[config.mk]
export PLATFORM = sky130hd
export DESIGN_NAME = asid_tlb
export DESIGN_NICKNAME = d
export VERILOG_FILES = /design/src/rtl/asid_tlb_pkg.sv /design/src/rtl/tlb_match_vec.sv /design/src/rtl/tlb_lowest_pick.sv /design/src/rtl/tlb_victim_ctr.sv /design/src/rtl/asid_tlb.sv
export SDC_FILE = /design/constraint.sdc
export NUM_CORES = 1
export LEC_CHECK = 0
export BUFFER_PORTS_ARGS = -buffer_cell sky130_fd_sc_hd__buf_2
export CORE_MARGIN = 4
export CORE_UTILIZATION = 43
export CTS_CLUSTER_DIAMETER = 120
export CTS_CLUSTER_SIZE = 20
export DETAILED_ROUTE_END_ITERATION = 10
export GPL_ROUTABILITY_DRIVEN = 0
export HOLD_SLACK_MARGIN = 0.05
export PLACE_DENSITY = 0.57
export REMOVE_ABC_BUFFERS = 1
export SYNTH_ARGS = -nofsm -noshare
export SYNTH_HDL_FRONTEND = slang
export SYNTH_SLANG_ARGS = --single-unit
[constraint.sdc]
create_clock -name clk -period 2.85 [get_ports clk]
set_input_delay 0.285 -clock clk [delete_from_list [all_inputs] [get_ports clk]]
set_output_delay 0.285 -clock clk [all_outputs]
set_load 0.01 [all_outputs]
[src/rtl/asid_tlb_pkg.sv]
package asid_tlb_pkg;
    localparam int VPN_W  = 20;
    localparam int PG_OFS = 12;
    localparam int VA_W   = VPN_W + PG_OFS;
    localparam int PPN_W  = 20;
    localparam int ASN_W  = 8;
    localparam int NMODES = 4;

    typedef struct packed {
        logic              valid;
        logic [VPN_W-1:0]  tag;
        logic [ASN_W-1:0]  asn;
        logic              glob;
        logic [PPN_W-1:0]  ppn;
        logic [NMODES-1:0] rd_en;
        logic [NMODES-1:0] wr_en;
        logic              f_rd;
        logic              f_wr;
    } tlb_ent_t;

    function automatic logic ent_hits(tlb_ent_t e, logic [VPN_W-1:0] vpn,
                                      logic [ASN_W-1:0] asn);
        return e.valid && (e.tag == vpn) && (e.glob || (e.asn == asn));
    endfunction
endpackage

[src/rtl/tlb_match_vec.sv]
module tlb_match_vec
    import asid_tlb_pkg::*;
#(
    parameter int N = 8
) (
    input  tlb_ent_t         ents [N],
    input  logic [VPN_W-1:0] vpn,
    input  logic [ASN_W-1:0] asn,
    output logic [N-1:0]     hv
);
    for (genvar g = 0; g < N; g++) begin : g_cmp
        assign hv[g] = ent_hits(ents[g], vpn, asn);
    end
endmodule

[src/rtl/tlb_lowest_pick.sv]
module tlb_lowest_pick #(
    parameter int N  = 8,
    localparam int IW = (N > 1) ? $clog2(N) : 1
) (
    input  logic          clk,
    input  logic          rst,
    input  logic [N-1:0]  hv,
    output logic          found,
    output logic [IW-1:0] idx
);
    always_comb begin
        found = 1'b0;
        idx   = '0;
        for (int i = N - 1; i >= 0; i--) begin
            if (hv[i]) begin
                found = 1'b1;
                idx   = IW'(i);
            end
        end
    end

    logic [N-1:0] below;
    always_comb begin
        for (int i = 0; i < N; i++) below[i] = (i < int'(idx));
    end

    // reported slot matches and no lower slot does
    p_pick_lowest_r7: assert property (@(posedge clk) disable iff (rst)
        found |-> (hv[idx] && ((hv & below) == '0)));
    p_miss_none_r1: assert property (@(posedge clk) disable iff (rst)
        !found |-> (hv == '0));
endmodule

[src/rtl/tlb_victim_ctr.sv]
module tlb_victim_ctr #(
    parameter int N  = 8,
    localparam int IW = (N > 1) ? $clog2(N) : 1
) (
    input  logic          clk,
    input  logic          rst,
    input  logic          clr,
    input  logic          adv,
    output logic [IW-1:0] ptr
);
    localparam logic [IW-1:0] LAST = IW'(N - 1);

    always_ff @(posedge clk) begin
        if (rst || clr)  ptr <= '0;
        else if (adv)    ptr <= (ptr == LAST) ? '0 : ptr + 1'b1;
    end

    p_ptr_wrap_r2: assert property (@(posedge clk) disable iff (rst)
        (adv && !clr && ptr == LAST) |=> (ptr == '0));
    p_ptr_step_r2: assert property (@(posedge clk) disable iff (rst)
        (adv && !clr && ptr != LAST) |=> (ptr == $past(ptr) + 1'b1));
    p_ptr_hold_r4: assert property (@(posedge clk) disable iff (rst)
        (!adv && !clr) |=> $stable(ptr));
    p_ptr_clr_r3: assert property (@(posedge clk) disable iff (rst)
        clr |=> (ptr == '0));
endmodule

[src/rtl/asid_tlb.sv]
module asid_tlb
    import asid_tlb_pkg::*;
#(
    parameter int ENTRIES = 8,
    localparam int IW = (ENTRIES > 1) ? $clog2(ENTRIES) : 1
) (
    input  logic              clk,
    input  logic              rst,
    input  logic [VPN_W-1:0]  lk_vpn,
    input  logic [ASN_W-1:0]  lk_asn,
    output logic              lk_hit,
    output logic [IW-1:0]     lk_idx,
    output logic [PPN_W-1:0]  lk_ppn,
    output logic [NMODES-1:0] lk_rd_en,
    output logic [NMODES-1:0] lk_wr_en,
    output logic              lk_f_rd,
    output logic              lk_f_wr,
    output logic              lk_global,
    input  logic              ins_en,
    input  logic [VA_W-1:0]   ins_va,
    input  logic [ASN_W-1:0]  ins_asn,
    input  logic              ins_global,
    input  logic [PPN_W-1:0]  ins_ppn,
    input  logic [NMODES-1:0] ins_rd_en,
    input  logic [NMODES-1:0] ins_wr_en,
    input  logic              ins_f_rd,
    input  logic              ins_f_wr,
    input  logic              fl_all,
    input  logic              fl_proc,
    input  logic              fl_page,
    input  logic [VPN_W-1:0]  fl_vpn,
    input  logic [ASN_W-1:0]  fl_asn
);
    tlb_ent_t             ents [ENTRIES];
    logic [ENTRIES-1:0]   lk_hv;
    logic [ENTRIES-1:0]   pg_hv;
    logic [ENTRIES-1:0]   valid_vec;
    logic [ENTRIES-1:0]   glob_vec;
    logic [IW-1:0]        vptr;
    logic                 pick_found;
    logic [IW-1:0]        pick_idx;
    tlb_ent_t             new_ent;
    tlb_ent_t             sel;

    tlb_match_vec #(.N(ENTRIES)) i_lk_cmp (
        .ents(ents), .vpn(lk_vpn), .asn(lk_asn), .hv(lk_hv));

    tlb_match_vec #(.N(ENTRIES)) i_pg_cmp (
        .ents(ents), .vpn(fl_vpn), .asn(fl_asn), .hv(pg_hv));

    tlb_lowest_pick #(.N(ENTRIES)) i_pick (
        .clk(clk), .rst(rst), .hv(lk_hv), .found(pick_found), .idx(pick_idx));

    tlb_victim_ctr #(.N(ENTRIES)) i_vptr (
        .clk(clk), .rst(rst), .clr(fl_all), .adv(ins_en), .ptr(vptr));

    always_comb begin
        new_ent.valid = 1'b1;
        new_ent.tag   = ins_va[VA_W-1:PG_OFS];
        new_ent.asn   = ins_asn;
        new_ent.glob  = ins_global;
        new_ent.ppn   = ins_ppn;
        new_ent.rd_en = ins_rd_en;
        new_ent.wr_en = ins_wr_en;
        new_ent.f_rd  = ins_f_rd;
        new_ent.f_wr  = ins_f_wr;
    end

    always_ff @(posedge clk) begin
        for (int i = 0; i < ENTRIES; i++) begin
            if (rst || fl_all) begin
                ents[i] <= '0;
            end else if (ins_en && (vptr == IW'(i))) begin
                ents[i] <= new_ent;
            end else if ((fl_proc && !ents[i].glob) || (fl_page && pg_hv[i])) begin
                ents[i].valid <= 1'b0;
            end
        end
    end

    for (genvar g = 0; g < ENTRIES; g++) begin : g_vec
        assign valid_vec[g] = ents[g].valid;
        assign glob_vec[g]  = ents[g].glob;
    end

    always_comb begin
        sel = pick_found ? ents[pick_idx] : '0;
    end

    assign lk_hit    = pick_found;
    assign lk_idx    = pick_idx;
    assign lk_ppn    = sel.ppn;
    assign lk_rd_en  = sel.rd_en;
    assign lk_wr_en  = sel.wr_en;
    assign lk_f_rd   = sel.f_rd;
    assign lk_f_wr   = sel.f_wr;
    assign lk_global = sel.glob;

    p_flush_all_r3: assert property (@(posedge clk) disable iff (rst)
        fl_all |=> (valid_vec == '0));
    p_proc_keep_r4: assert property (@(posedge clk) disable iff (rst)
        (fl_proc && !fl_all && !ins_en) |=>
        ((valid_vec & ~glob_vec) == '0) &&
        ((valid_vec & glob_vec) == $past(valid_vec & glob_vec)));
    p_page_gone_r5: assert property (@(posedge clk) disable iff (rst)
        (fl_page && !fl_all && !ins_en) |=> ((valid_vec & $past(pg_hv)) == '0));
    p_ins_written_r6: assert property (@(posedge clk) disable iff (rst)
        (ins_en && !fl_all) |=>
        (valid_vec[$past(vptr)] &&
         ents[$past(vptr)].tag == $past(ins_va[VA_W-1:PG_OFS])));
    p_miss_zero_r9: assert property (@(posedge clk) disable iff (rst)
        !lk_hit |-> (lk_ppn == '0 && lk_idx == '0 && lk_rd_en == '0 &&
                     lk_wr_en == '0 && !lk_f_rd && !lk_f_wr && !lk_global));
endmodule

==> qor.yml, run 1 <==
multi_input_area_um2: 13500
yosysTopAreaCell: "dfxtp_1"
fp.dieH_um: 245
min_period_over_period: 1.35
drc: 0
critPathRequiredTime_ns: 2.57
setup_slack_ns: -0.994
cp_cell_sequence: "xor2_1 -> nor4_1 -> nand4_1 -> or3_1 -> buf_4 -> and2_4 -> nor2_4 -> buf_12 -> buf_12 -> a22o_1 -> a221oi_2 -> mux2i_1 -> buf_2"
syn_to_final_growth_pct: 23.0
tightest_slew_ns: 0.780
power_w: 0.0124
seqCellArea_um2: 9670
yosys-top-cells-count: "nand2_1 (949), a21oi_1 (500), dfxtp_1 (483)"
fin_hold_ws_ns: 0.107
fin_worst_skew_ns: 0.0281
crit_buf_inv: 4
synthCells: 3042
start_util: 0.437
path_delay_family: "simple AND/OR/NAND/NOR gates"
synth_seq_cells: 483
via_count: 22954
layout_min_cycle_time_ns: 3.84
pin_count: 168
final_hold_viol_count: 0
critPathCaptureType: "output pin"
clock_latency_ns: 0.62
cts_tree: "yes"
ys_seq_area_frac: 0.399
cp.arrival_ns: 3.56
h-tree-depth: 1
cts_inserted_buffers: 28
p_per_area_nw_per_um2: 417
antenna_found_initial: 4
final-setup-viol-count: 35
synth_top_area_frac: 0.399
synth.avg_cell_area_um2: 7.96
final_layout_size_suffix_gt1_frac: 0.207
numClockSinks: 483
grt_pass1_wl_um: 136000
grt_pass1_vias: 22169
max_freq_mhz: 260
post-route-util: 0.537
yosysUniqueCellTypes: 38
yosys_warnings: 0
critPathMaxStageDelay_ns: 0.42
detail_route.first_pass.iterations: 5
nFillCells: 5183
fp.dieW_um: 245
stdcell_count: 4122
drt_iter0_markers: 2170
synth.most_common_cell: "nand2_1"
worstPathMaxFanout: 27
grt_overflow: 0
grt_setup_unrepaired: "true"
min_path_type: "primary input to flop"
drv_slew: 0
hpwlAfterDp_um: 61400
drt-vias-per-instance: 5.57
dp_cells: 4019
p_leak_nw: 11.1
nNetsFinal: 3511
postSynth.asyncResetShare: 0
cp-start-kind: "flop"
synthFlopType: "dfxtp_1"
max-vdd-ir-drop_v: 0.000452
violations: "setup timing"
die-area_um2: 60200
clock-root-buffer: "clkbuf_16"
wl_um: 91500
crit_type: "flop to output pin"
wire_per_inst_um: 22.2
synth_area_um2: 24200
clock_path_buffers: 3
outcome: "finished with violations"
detail-route-antenna-nets: 0
cpMostUsedCell: "buf_12"
coreArea_um2: 55400
synth_edf_count: 0
clkTransAtPathRegs_ns: 0.09
synth.area.top_cells: "dfxtp_1 (40%), nand2_1 (15%), xor2_1 (11%), a21oi_1 (10%), xnor2_1 (5.0%)"
slew_headroom: 0.480
io_buffer_count: 155
grt.total_usage: 0.292
slowest_stage: "or3_1"
rows: 86
grt_start_max_net_pins: 154
maxCapViolations: 0
-- layout make-up --
cell class	instances	share of cell area
clock inverters	2	0.00168
clock buffers	28	0.0235
diodes	2	0.000168
inverters	5	0.000673
well taps	748	0.0314
flip-flops and latches	483	0.325
multi-input cells	2250	0.453
repair buffers	604	0.164
-- what timing repair did --
item | CTS | global route
hold buffers | 59 | 0
gates resized for setup | 68 | 15
gates cloned | 2 | 2
pin swaps | 32 | 6
endpoints found under the setup margin | 35 | 35
setup buffers | 18 | 1
hold endpoints to repair | 465 | 0
-- worst paths after layout --
path         cells past startpoint            end  slack [ns]      start
max reg2reg                      7      ents[479]        0.18  ents[467]
min reg2reg                      2      ents[311]        0.46  ents[311]
min                              3  i_vptr.ptr[2]        0.11     ins_en
max                             13      lk_ppn[5]       -0.99  ents[287]
-- power breakdown --
group,internal (W),switching (W)
logic,0.000487,0.000905
registers,0.00679,0.0000330
clock network,0.00178,0.00241
total,0.00906,0.00334
-- state kept, by name, summed over array words and instances, names as in the netlist --
name        flops
ents          480
i_vptr.ptr      3
-- placed cells by master, fill, tap and decap left out, drive strengths merged --
cell and instances:
a211oi 1, a21oi 500, a221oi 62, a22o 62, and2 6, and3 3
buf 543, clkbuf 30, clkinv 2, dfxtp 483, diode 2, dlygate4sd3 59
ha 6, inv 5, mux2i 32, nand2 949, nand2b 1, nand3 19
nand3b 1, nand4 40, nor2 9, nor2b 1, nor3 14, nor4 80
o21ai 2, o221ai 8, or2 2, or3 3, xnor2 137, xor2 312
-- metal layers --
layer / up-vias / GRT usage / wire [um]
met5: - / 0 / 27
met4: 4 / 0.116 / 4140
met3: 217 / 0.0520 / 7660
met2: 981 / 0.468 / 41300
met1: 11047 / 0.392 / 38400
li1: 10705 / - / -
-- cell families (layout without fill, tap and decap cells) --
family	after synthesis	count (layout)	share of synthesized area
adders and majority gates	6	6	0.00310
xor gates and xnor gates	449	449	0.162
muxes	32	32	0.0132
AOI/OAI and AO/OA	635	635	0.165
DFF	483	483	0.399
other	0	2	0
and+or+nand+nor	1127	1128	0.193
buffers and inverters	310	639	0.0640
-- stage by stage --
stage / TNS, ns / instance area [um^2] / setup WS, ns
6_report: -31.53 / 29800 / -0.994
5_1_grt: -34.34 / 29800 / -1.08
4_1_cts: -30.91 / 29600 / -0.971
3_5_place_dp: -24.39 / 27700 / -0.828
3_3_place_gp: -24.94 / 27700 / -0.825
2_1_floorplan: -970.94 / 22700 / -2.19
-- tightest hold or removal path: cells and delay by family --
kind | cells | cell delay [ns]
AOI/OAI and AO/OA | 1 | 0.05
buffers and inverters | 1 | 0.22
and+or+nand+nor | 1 | 0.13
No activity file was read; power rests on OpenSTA's default activity.
==> inputs of run 2 (changes only) <==
RECOVER_POWER = 25   (was not set)
==> qor.yml, run 2 (same netlist as run 1, synthesis figures left out) <==
clock-root-buffer: "clkbuf_16"
drt_iter0_markers: 2203  # +1.5%
slowest_stage: "or3_4"
path_delay_family: "simple AND/OR/NAND/NOR gates"
critPathMaxStageDelay_ns: 0.45  # +0.03 ns
drv_slew: 44  # +44
cts_tree: "yes"
clock_latency_ns: 0.62  # about the same
h-tree-depth: 1  # unchanged
violations: "capacitance limit, slew limit, setup timing"
drc: 0  # unchanged
maxCapViolations: 2  # +2
min_path_type: "primary input to flop"
fin_hold_ws_ns: 0.0964  # -0.0108 ns
detail_route.first_pass.iterations: 6  # +1
critPathCaptureType: "output pin"
cp_cell_sequence: "xor2_2 -> nor4_2 -> buf_4 -> nand4_1 -> or3_4 -> and2_4 -> nor2_4 -> buf_12 -> buf_12 -> a22o_1 -> a221oi_2 -> mux2i_1 -> buf_2"
rows: 86  # unchanged
power_switching_w: 0.00334  # about the same
io_buffer_count: 155  # unchanged
hpwlAfterDp_um: 61400  # unchanged
grt_overflow: 0  # unchanged
grt_pass1_vias: 22169  # unchanged
tightest_slew_ns: 1.52  # +0.738 ns
cts_inserted_buffers: 28  # unchanged
outcome: "finished with violations"
crit_buf_inv: 4  # unchanged
clock_path_buffers: 3  # unchanged
coreArea_um2: 55400  # unchanged
final_cell_mix: "nand2_1 (945), a21oi_1 (499), dfxtp_1 (479), buf_4 (339), xor2_1 (309)"
p_comb_frac: 0.112  # about the same
final-setup-viol-count: 36  # +2.9%
grt_pass1_wl_um: 136000  # unchanged
setup_slack_ns: -1.01  # -0.0113 ns
sw_frac_of_total: 0.270  # about the same
max_freq_mhz: 259  # -0.29%
crit_type: "flop to output pin"
nNetsFinal: 3511  # unchanged
die-area_um2: 60200  # unchanged
post-route-util: 0.537  # about the same
place_area_um2: 27700  # unchanged
clkPwrFrac: 0.338  # about the same
detail-route-antenna-nets: 0  # unchanged
layout_min_cycle_time_ns: 3.86  # +0.0113 ns
p_per_area_nw_per_um2: 417  # about the same
wl_um: 91500  # unchanged
cp-start-kind: "flop"
finalInstanceArea_um2: 29700  # about the same
reg_top3: "ents x480, i_vptr.ptr x3"
grt_start_max_net_pins: 154  # unchanged
antenna_found_initial: 4  # unchanged
grt.total_usage: 0.292  # unchanged
clkTransAtPathRegs_ns: 0.09  # about the same
numClockSinks: 483  # unchanged
p_leak_nw: 11.1  # about the same
max-vdd-ir-drop_v: 0.000453  # +0.32%
worstPathMaxFanout: 27  # unchanged
post-place-ws_ns: -0.828  # unchanged
wire_per_inst_um: 22.2  # unchanged
final_layout_size_suffix_gt1_frac: 0.206  # -0.00148
largest_reg_flops: 480  # unchanged
syn_to_final_growth_pct: 22.9  # about the same
slew_headroom: -0.0125  # -0.493
final_hold_viol_count: 0  # unchanged
top_register: "ents"
fp.dieW_um: 245  # unchanged
fp.dieH_um: 245  # unchanged
seq_power_share: 0.550  # about the same
via_count: 22904  # -0.22%
critPathRequiredTime_ns: 2.57  # about the same
grt_setup_unrepaired: "true"
cpMostUsedCell: "buf_12"
min_period_over_period: 1.35  # +0.00395
p_int_w: 0.00906  # about the same
pin_count: 168  # unchanged
start_util: 0.437  # unchanged
final_common_cell: "nand2_1"
fin_worst_skew_ns: 0.0255  # -0.00255 ns
drt-vias-per-instance: 5.56  # -0.22%
cp.arrival_ns: 3.57  # about the same
run 2: changes by cell type in the layout (fill, tap and decap cells not counted), sizes merged:
cell,delta
clkbuf,+1
buf,-1
run 2: routing by layer:
layer	part of all wire	global-route usage	vias up	wire (um)
met5	0.00030	0	-	27
met4	0.045	0.116	4	4080
met3	0.086	0.0520	208	7850
met2	0.45	0.468	1002	41400
met1	0.42	0.392	10975	38200
li1	-	-	10715	-
run 2: final timing paths:
check                              startpoint            end  slack [ns]  depth (start not counted)
worst max-delay path                ents[346]      lk_ppn[5]       -1.01                         13
worst min-delay path                   ins_en  i_vptr.ptr[2]         0.1                          3
worst max register to register  i_vptr.ptr[2]      ents[448]           0                          5
worst min register to register      ents[311]      ents[311]        0.46                          2
run 2: stage by stage:
stage | std cells | TNS, ns | power (W)
2_1_floorplan | 2737 | -970.94 | 0.00746
3_3_place_gp | 4019 | -24.94 | 0.00823
3_5_place_dp | 4019 | -24.39 | 0.00825
4_1_cts | 4119 | -30.91 | 0.0124
5_1_grt | 4120 | -40.09 | 0.0128
6_report | 4122 | -32.03 | 0.0124
run 2: what timing repair did:
item,in CTS,in global routing
gates resized for setup,68,15
hold endpoints to repair,465,0
buffers inserted,18,1
gates cloned,2,2
hold buffers,59,0
endpoints found under the setup margin,35,35
pin swaps,32,6
run 2: layout make-up:
| class | count | area [um^2] |
|---|---|---|
| clock buffer | 28 | 701 |
| inverter | 5 | 20.0 |
| fill | 5189 | 25700 |
| sequential | 483 | 9670 |
| antenna | 2 | 5.00 |
| tap | 748 | 936 |
| multi-input combinational | 2250 | 13500 |
| timing repair buffer | 604 | 4890 |
| clock inverter | 2 | 50.0 |
run 2: worst reg2reg max path, cell delays in order (launching register included):
cell and delay, ns:
dfxtp_1 0.46, nor2b_1 0.43, and2_0 1.21, buf_12 0.40, nand2_1 0.12, a21oi_1 0.14
run 2: power groups by stage:
stage / clock (W) / combinational, W / sequential (W)
final: 0.00419 / 0.00139 / 0.00682
after global routing: 0.00451 / 0.00146 / 0.00683
after CTS: 0.00426 / 0.00135 / 0.00682
after detailed placement: 0 / 0.00127 / 0.00698
after global placement: 0 / 0.00126 / 0.00697
after floorplan: 0 / 0.000484 / 0.00697
==> inputs of run 3 (changes only) <==
SETUP_SLACK_MARGIN = 0.5   (was not set)
SKIP_CTS_REPAIR_TIMING = 1   (was not set)
==> qor.yml, run 3 (same netlist as run 1, synthesis figures left out) <==
outcome: "finished with violations"
violations: "capacitance limit, slew limit, setup timing"
crit_type: "flop to output pin"
maxCapViolations: 1  # -1
grt_setup_unrepaired: "true"
endpoint: "lk_ppn[7]"
finalInstanceArea_um2: 29800  # +0.24%
final_cell_mix: "nand2_1 (945), a21oi_1 (500), dfxtp_1 (479), buf_4 (356), xor2_1 (311)"
fin_worst_skew_ns: 0.0262  # +0.000712 ns
clock_latency_ns: 0.62  # about the same
critPathMaxStageDelay_ns: 0.38  # -0.07 ns
min_path_type: "primary input to flop"
nNetsFinal: 3520  # +0.26%
cpMostUsedCell: "buf_4"
rows: 86  # unchanged
pin_count: 168  # unchanged
via_count: 22979  # +0.33%
grt.total_usage: 0.288  # -0.00472
power_w: 0.0124  # about the same
drv_slew: 25  # -43%
drt-vias-per-instance: 5.56  # about the same
hold_depth: 3  # unchanged
largest_reg_flops: 480  # unchanged
numClockSinks: 483  # unchanged
r2r-start: "i_vptr.ptr[2]"
worstPathMaxFanout: 14  # -48%
grt_pass1_vias: 21638  # -2.4%
grt_start_max_net_pins: 154  # unchanged
wl_um: 91300  # -0.17%
cp-start-kind: "flop"
critPathCaptureType: "output pin"
die-area_um2: 60200  # unchanged
reg2reg_slack_ns: 0.06  # +0.06 ns
critPathRequiredTime_ns: 2.57  # about the same
grt_overflow: 0  # unchanged
wire_per_inst_um: 22.1  # -0.41%
cts_inserted_buffers: 28  # unchanged
cp.arrival_ns: 3.60  # +0.03 ns
hpwlAfterDp_um: 61400  # unchanged
tightest_slew_ns: 1.54  # +0.0190 ns
fin_setup_tns_ns: -32.16  # -0.126 ns
cp-startpoint: "ents[166]"
detail_route.first_pass.iterations: 6  # unchanged
fp.dieW_um: 245  # unchanged
nFillCells: 5185  # -0.077%
final_common_cell: "nand2_1"
worstRegToRegCells: 5  # unchanged
place_area_um2: 27700  # unchanged
clock-root-buffer: "clkbuf_16"
clock_path_buffers: 3  # unchanged
post-place-ws_ns: -0.828  # unchanged
reg_top3: "ents x480, i_vptr.ptr x3"
io_buffer_count: 155  # unchanged
top_register: "ents"
final_hold_viol_count: 0  # unchanged
reg2reg_to: "ents[448]"
syn_to_final_growth_pct: 23.2
antenna_found_initial: 5  # +1
slowest_stage: "nor4_2"
max-vdd-ir-drop_v: 0.000455  # +0.42%
start_util: 0.437  # unchanged
fp.dieH_um: 245  # unchanged
final-setup-viol-count: 35  # -2.8%
p_per_area_nw_per_um2: 416  # -0.14%
p_leak_nw: 11.2  # +0.46%
detail-route-antenna-nets: 0  # unchanged
clkTransAtPathRegs_ns: 0.10  # about the same
h-tree-depth: 1  # unchanged
layout_min_cycle_time_ns: 3.89  # +0.0319 ns
drt_iter0_markers: 2184  # -0.86%
cts_tree: "yes"
coreArea_um2: 55400  # unchanged
cp_cell_sequence: "xor2_1 -> nor4_2 -> nand4_1 -> nor3_2 -> buf_4 -> nor2_1 -> buf_4 -> o21ai_2 -> nor2_4 -> buf_12 -> buf_4 -> a221oi_4 -> mux2i_1 -> buf_4 -> buf_6"
final_layout_size_suffix_gt1_frac: 0.207  # +0.00152
setup_slack_ns: -1.04  # -0.0319 ns
min_period_over_period: 1.36  # +0.0112
max_freq_mhz: 257  # -0.82%
hp-start: "ins_va[23]"
drc: 0  # unchanged
grt_pass1_wl_um: 134000  # -1.7%
slew_headroom: -0.0246  # -0.0121
[run 3: worst max-delay path: cells and delay by family (launching register included)]
family,cells,cell delay [ns]
XOR/XNOR,1,0.24
buffers and inverters,6,0.90
AO/OA/AOI/OAI,2,0.33
AND/OR/NAND/NOR,5,1.03
flip-flops,1,0.35
multiplexers,1,0.12
[run 3: report_power, final]
group | switching, W | leakage [nW] | internal (W)
Sequential | 0.0000325 | 3.90 | 0.00679
Clock | 0.00242 | 0.366 | 0.00178
Combinational | 0.000904 | 6.92 | 0.000486
Total | 0.00335 | 11.2 | 0.00906
[run 3: final cells by class]
type	instances	area, um^2	area share
Antenna cell	3	7.51	0.000252
Clock buffer	28	701	0.0235
Clock inverter	2	50.0	0.00168
Inverter	5	18.8	0.000629
Multi-Input combinational cell	2249	13400	0.451
Sequential cell	483	9670	0.324
Tap cell	748	936	0.0314
Timing Repair Buffer	614	4990	0.167
[run 3: per-layer routing]
| metal | wire, um | vias to the layer above | track usage | share of wire |
|---|---|---|---|---|
| met3 | 8000 | 202 | 0.0603 | 0.088 |
| li1 | - | 10727 | - | - |
| met1 | 38000 | 11055 | 0.382 | 0.42 |
| met4 | 3920 | 4 | 0.107 | 0.043 |
| met2 | 41400 | 991 | 0.462 | 0.45 |
| met5 | 27 | - | 0 | 0.00030 |
[run 3: worst min path at each step]
stage,to,slack [ns]
after floorplan,i_vptr.ptr[2],0.38
after global placement,ents[317],0.44
final,ents[410],0.04
after global routing,ents[331],0.05
after detailed placement,ents[434],0.45
after CTS,ents[268],-0.05
[run 3: metrics by stage]
step / hold slack (ns) / utilization / cells
floorplan: 0.380 / - / 2737
global placement: 0.441 / 0.500 / 4019
detailed placement: 0.447 / 0.500 / 4019
CTS: -0.0511 / 0.514 / 4049
global route: 0.0507 / 0.538 / 4130
finish: 0.0374 / 0.538 / 4132
